**config.mk**
```make
export PLATFORM = sky130hd
export DESIGN_NAME = sysctl_port_a20
export DESIGN_NICKNAME = d
export VERILOG_FILES = /design/src/rtl/sysctl_pkg.sv /design/src/rtl/sysctl_decode.sv /design/src/rtl/sysctl_store.sv /design/src/rtl/sysctl_reqfsm.sv /design/src/rtl/sysctl_port_a20.sv
export SDC_FILE = /design/constraint.sdc
export NUM_CORES = 1
export LEC_CHECK = 0
export BUFFER_PORTS_ARGS = -buffer_cell sky130_fd_sc_hd__buf_2
export CAP_MARGIN = 20
export CORE_UTILIZATION = 37
export DETAILED_ROUTE_END_ITERATION = 8
export GPL_TIMING_DRIVEN = 0
export MAX_ROUTING_LAYER = met4
export PLACE_DENSITY = 0.74
export SYNTH_ARGS = -nofsm -noshare
export SYNTH_HDL_FRONTEND = slang
export SYNTH_SLANG_ARGS = --single-unit
```
**constraint.sdc**
```tcl
create_clock -name clk -period 1.6 [get_ports clk]
set_input_delay 0.32 -clock clk [delete_from_list [all_inputs] [get_ports clk]]
set_output_delay 0.32 -clock clk [all_outputs]
set_load 0.01 [all_outputs]
```
**src/rtl/sysctl_pkg.sv**
```systemverilog
package sysctl_pkg;
    typedef enum logic {
        REQ_IDLE = 1'b0,
        REQ_FIRE = 1'b1
    } req_state_e;
endpackage

```
**src/rtl/sysctl_decode.sv**
```systemverilog
module sysctl_decode #(
    parameter int unsigned        ADDR_W    = 16,
    parameter logic [ADDR_W-1:0]  PORT_ADDR = 16'h0092
) (
    input  logic [ADDR_W-1:0] addr,
    input  logic              rd_en,
    input  logic              wr_en,
    output logic              rd_hit,
    output logic              wr_hit
);
    logic match;

    always_comb begin
        match  = (addr == PORT_ADDR);
        rd_hit = rd_en && match;
        wr_hit = wr_en && match;
    end
endmodule

```
**src/rtl/sysctl_store.sv**
```systemverilog
module sysctl_store #(
    parameter int unsigned DATA_W   = 8,
    parameter int unsigned TRIG_BIT = 0
) (
    input  logic              clk,
    input  logic              rst_n,
    input  logic              dev_rst,
    input  logic              wr_hit,
    input  logic [DATA_W-1:0] wr_data,
    output logic [DATA_W-1:0] q,
    output logic              trig_rise
);
    // A rise counts only when the new bit survives the device reset
    always_comb begin
        trig_rise = wr_hit && wr_data[TRIG_BIT] && !q[TRIG_BIT] && !dev_rst;
    end

    always_ff @(posedge clk or negedge rst_n) begin
        if (!rst_n) begin
            q <= '0;
        end else begin
            if (wr_hit) begin
                q <= wr_data;
            end
            if (dev_rst) begin
                q[TRIG_BIT] <= 1'b0;
            end
        end
    end
endmodule

```
**src/rtl/sysctl_reqfsm.sv**
```systemverilog
module sysctl_reqfsm
    import sysctl_pkg::*;
(
    input  logic clk,
    input  logic rst_n,
    input  logic arm,
    output logic req
);
    req_state_e state, state_nx;

    always_comb begin
        state_nx = state;
        unique case (state)
            REQ_IDLE: state_nx = arm ? REQ_FIRE : REQ_IDLE;
            REQ_FIRE: state_nx = arm ? REQ_FIRE : REQ_IDLE;
            default:  state_nx = REQ_IDLE;
        endcase
    end

    always_ff @(posedge clk or negedge rst_n) begin
        if (!rst_n) begin
            state <= REQ_IDLE;
        end else begin
            state <= state_nx;
        end
    end

    always_comb begin
        unique case (state)
            REQ_FIRE: req = 1'b1;
            default:  req = 1'b0;
        endcase
    end
endmodule

```
**src/rtl/sysctl_port_a20.sv**
```systemverilog
module sysctl_port_a20 #(
    parameter int unsigned       ADDR_W    = 16,
    parameter int unsigned       DATA_W    = 8,
    parameter logic [ADDR_W-1:0] PORT_ADDR = 16'h0092,
    parameter int unsigned       GATE_BIT  = 1,
    parameter int unsigned       TRIG_BIT  = 0
) (
    input  logic              clk,
    input  logic              rst_n,
    input  logic              dev_rst,
    input  logic [ADDR_W-1:0] io_addr,
    input  logic              io_rd,
    input  logic              io_wr,
    input  logic [DATA_W-1:0] io_wdata,
    output logic [DATA_W-1:0] io_rdata,
    output logic              a20_gate,
    output logic              reset_req
);
    logic              rd_hit;
    logic              wr_hit;
    logic [DATA_W-1:0] ctl_q;
    logic              trig_rise;

    sysctl_decode #(
        .ADDR_W    (ADDR_W),
        .PORT_ADDR (PORT_ADDR)
    ) u_decode (
        .addr   (io_addr),
        .rd_en  (io_rd),
        .wr_en  (io_wr),
        .rd_hit (rd_hit),
        .wr_hit (wr_hit)
    );

    sysctl_store #(
        .DATA_W   (DATA_W),
        .TRIG_BIT (TRIG_BIT)
    ) u_store (
        .clk       (clk),
        .rst_n     (rst_n),
        .dev_rst   (dev_rst),
        .wr_hit    (wr_hit),
        .wr_data   (io_wdata),
        .q         (ctl_q),
        .trig_rise (trig_rise)
    );

    sysctl_reqfsm u_reqfsm (
        .clk   (clk),
        .rst_n (rst_n),
        .arm   (trig_rise),
        .req   (reset_req)
    );

    always_comb begin
        io_rdata = rd_hit ? ctl_q : '0;
        a20_gate = ctl_q[GATE_BIT];
    end
endmodule

```
### Word level (Yosys, flattened, before mapping)

Index checks and enable logic that the tools add are counted.

* input bits: 29
* register bits after elaboration: 9

* eq/ne operators: 1
* reduce and logical (&&, ||, !) cells: 8
* multiplexer cells: 5

Operator list (count)
* 16-bit by 8-bit equality test with 1-bit output, second input constant: 1
* 8-bit 2-to-1 mux: 1
* 1-bit logical AND: 5
* 1-bit 2-to-1 mux: 4
* 1-bit zero test: 2
* 2-bit nonzero test: 1

### Logic depth before layout (Yosys ltp)

* word-level depth: 6
* depth in mapped cells: 5
* depth with buffers taken out: 4

### Modules after synthesis

Synthesis repeated with hierarchy kept, for this count alone.

* cells, all modules: 38
* area, all modules: 489.2 µm²

By module, submodules not included
* sysctl_store: times used 1, area each 340.3 µm², cells each 20, sequential area each 200.2 µm²
* sysctl_decode: times used 1, area each 73.8 µm², cells each 9, sequential area each 0.0 µm²
* sysctl_port_a20: times used 1, area each 50.0 µm², cells each 8, sequential area each 0.0 µm²
* sysctl_reqfsm: times used 1, area each 25.0 µm², cells each 1, sequential area each 25.0 µm²

### Worst setup path before layout

OpenSTA, ideal clock, no wires.

* path kind: input -> register
* start: input port io_addr[2]
* end: register u_store.q[1]
* data arrival time: 1.358 ns
* buffers on the path: 1
* stages: 5
* setup slack: 0.117 ns
* path through: nor4b_2 -> nand4_1 -> or2_1 -> buf_6 -> mux2_4

* longest elaborated chain between the ends: 2

Ends and longest elaborated chain
* start, declared: line sysctl_port_a20.sv:11 `input logic [ADDR_W-1:0] io_addr,`
* 16-bit by 8-bit equality test with 1-bit output: line sysctl_decode.sv:14 `match = (addr == PORT_ADDR);`
* 1-bit logical AND: line sysctl_decode.sv:16 `wr_hit = wr_en && match;`
* end signal, assigned: line sysctl_store.sv:23 `q <= wr_data;`
* end, declared: line sysctl_store.sv:10 `output logic [DATA_W-1:0] q,`

Every way passes these cells.
A chain may end at the register's enable or synchronous reset.

### Worst setup path after layout

* start: input port io_addr[14]
* end: output port io_rdata[7]

* longest elaborated chain between the ends: 3

Ends and longest elaborated chain
* 16-bit by 8-bit equality test with 1-bit output: line sysctl_decode.sv:14
* 1-bit logical AND: line sysctl_decode.sv:15 `rd_hit = rd_en && match;`
* 8-bit 2-to-1 mux: line sysctl_port_a20.sv:56 `io_rdata = rd_hit ? ctl_q : '0;`
* end, declared: line sysctl_port_a20.sv:15 `output logic [DATA_W-1:0] io_rdata,`

Every way passes these cells.

==> summary.txt <==
Tightest Pin Transition - 0.248 ns
Final Hold Viols - 0
Syn Area/Cell - 12.7 sq um
Overall power - 474 uW
Req. time, crit path - 1.28 ns
Sequential Area - 225 sq um
Crit Path Max Fanout - 8
DRT antenna net count - 0
Htree depth - 1
P_leak - 0.480 nW
Non-Filler Instances - 99
CTS sink count - 9
Min-Delay Endpoint - u_store.q[6]$_DFFE_PN0P_
Max Cap Violations - 0
Cell Pwr Density - 548 nW/um^2
Netlist cell types - 14
Final Setup Violations - 16
Tcrit/Tclk final - 112%
R2R Path End - u_store.q[0]$_DFFE_PN0P_
Hold Path Depth - 2
Run status - finished, violations left
IO buf count - 38
Final Core Density - 73.8%
CTS tree - done
Global-route wire length before repair - 1750 um
Clk pwr share - 37.6%
Peak supply drop - 0.335 mV
Crit. End Element - output pin
Global Route Usage Sum - 18.8%
TritonRoute pass-1 iters - 3
Vias in the first global route - 411
Seq/Total Area, Yosys - 45.6%
Mapped Cells - 39
CTS Buf Count - 3
Fmax - 559 MHz
Dpl ws - -0.309 ns
Psw - 109 uW
Failing checks - setup timing
Row count - 12
Multi-input gate area - 300 sq um
Clk_skew - 0.000124 ns
Post-Route WL - 1380 um
Die width - 38.5 um
Type of the worst min-delay path - primary input to register
Reg clk slew, reported paths - 0.06 ns
Die Area - 1490 sq um
Starting Density - 42.2%
WHS - 0.286 ns
CTS root buf - clkbuf_4
Vias after detailed routing - 472
Logic gate share of total power - 14.3%
Sequential power share - 48.0%
Post-synthesis sequential element count - 9
Largest net degree at the start of global routing - 10
Total grt overflow - 0
Crit start category - primary input
Drt drc - 0
Sw Ratio - 23.0%
Unrepaired setup endpoints after global routing - true
Ys Warns - 0
Core area - 1170 sq um
Vias per cell - 4.77
Internal power - 365 uW
Top Ports - 39
Chip Height - 38.5 um
Longest Clk Path Bufs - 2
Antenna cells - 0
Dpl cells - 91
Finished Cell Area - 865 sq um
Critical path data arrival time - 1.47 ns
Fin. max-slew vios - 0
FF-to-FF setup slack - 0.82 ns
Mapped Nets - 68
Tmin final - 1.79 ns
Filler instances - 84
Area after DPL - 702 sq um
Nets - 115
R2R depth - 3
Antenna violations before repair - 0
PnR worst setup slack - -0.190 ns
Area of the mapped netlist - 494 sq um
WL/cell - 14.0 um
Post-Route Setup TNS - -2.19 ns
Min-Delay Startpoint - io_wdata[6]
Headroom to the max-slew limit - 83.4%
DR iter-0 viols - 5
Share of layout cells above drive strength 1 - 71.8%
P&R area growth vs syn - 74.9%
Worst-Skew Late Latency - 0.26 ns
Routability Congestion - 0.653
WS Path Type - primary input to output pin
Worst R2R Start - u_store.q[0]$_DFFE_PN0P_
## worst max path at each step
stage                     slack [ns]  cells past startpoint                  endpoint         from
after floorplan                 0.12                      5  u_store.q[1]$_DFFE_PN0P_   io_addr[2]
after global placement         -0.31                      6               io_rdata[5]   io_addr[9]
after detailed placement       -0.31                      6               io_rdata[7]   io_addr[9]
after CTS                       -0.1                      6               io_rdata[6]  io_addr[12]
after global routing           -0.26                      6               io_rdata[3]  io_addr[14]
final                          -0.19                      6               io_rdata[7]  io_addr[14]
## state kept, by name, summed over array words and instances (netlist names)
name and flops:
u_reqfsm.state 1, u_store.q 8
## cells in the mapped netlist
cell type / instances / area share [%]
o21ai_0: 2 / 2.0
buf_6: 1 / 2.3
or2_1: 1 / 1.3
nor4b_2: 3 / 9.1
inv_1: 2 / 1.5
nand4_1: 1 / 1.3
nor3_1: 1 / 1.0
nor2b_1: 1 / 1.3
and2_1: 8 / 10
dfrtp_1: 9 / 46
nand2b_1: 1 / 1.3
mux2_4: 7 / 21
nor2_1: 1 / 0.76
nor4_1: 1 / 1.3
## final cells by class
type	count	area share [%]
sequential	9	26.0
buffer	1	1.30
tap	14	2.03
timing repair buffer	42	32.0
multi-input combinational	27	34.7
inverter	2	0.868
clock buffer	4	3.04
## metal layers
metal	wire, um	vias to the layer above	GRT usage (%)
met5	0	-	-
met3	64	6	1.74
met1	569	217	24.3
met2	681	22	26.3
li1	-	227	-
met4	67	0	15.5
## layout by cell type (no fill, tap or decap)
cell	count
nor4b_4	2
nor4b_2	1
and2_4	3
nor2_4	1
and2_1	5
nor2b_1	1
nand4_1	1
inv_1	2
nor3_1	1
dfrtp_1	9
clkbuf_4	3
clkbuf_1	1
or2_4	1
buf_2	30
buf_4	2
o21ai_0	2
buf_6	10
nor4_4	1
mux2_4	7
dlygate4sd3_1	1
nand2b_1	1
## what timing repair did
item / 4_1_cts / 5_1_grt
hold buffers: 1 / 0
setup buffers: 2 / 1
pin swaps: 12 / 10
setup endpoints to repair: 8 / 17
gates cloned: 0 / 1
gates resized for setup: 11 / 10
hold endpoints to repair: 9 / 0
## cell families (layout without fill, tap and decap cells)
| group | after synthesis | in the layout | share of synthesized area [%] |
|---|---|---|---|
| and+or+nand+nor | 18 | 18 | 27.3 |
| AOI/OAI and AO/OA | 2 | 2 | 2.03 |
| buffers and inverters | 3 | 49 | 3.80 |
| muxes | 7 | 7 | 21.3 |
| DFF | 9 | 9 | 45.6 |
## power groups by stage
| stage | Sequential, mW | Combinational, mW | Clock, mW |
|---|---|---|---|
| 2_1_floorplan | 0.232 | 0.00680 | 0 |
| 3_3_place_gp | 0.232 | 0.0449 | 0 |
| 3_5_place_dp | 0.232 | 0.0469 | 0 |
| 4_1_cts | 0.228 | 0.0595 | 0.185 |
| 5_1_grt | 0.227 | 0.0727 | 0.199 |
| 6_report | 0.228 | 0.0680 | 0.178 |
## worst max-delay path: stages
cell and delay, ns:
buf_2 0.11, nor4b_2 0.30, nand4_1 0.22, nor2_4 0.24
and2_4 0.18, buf_6 0.09
(Power assumes the default switching activity.)
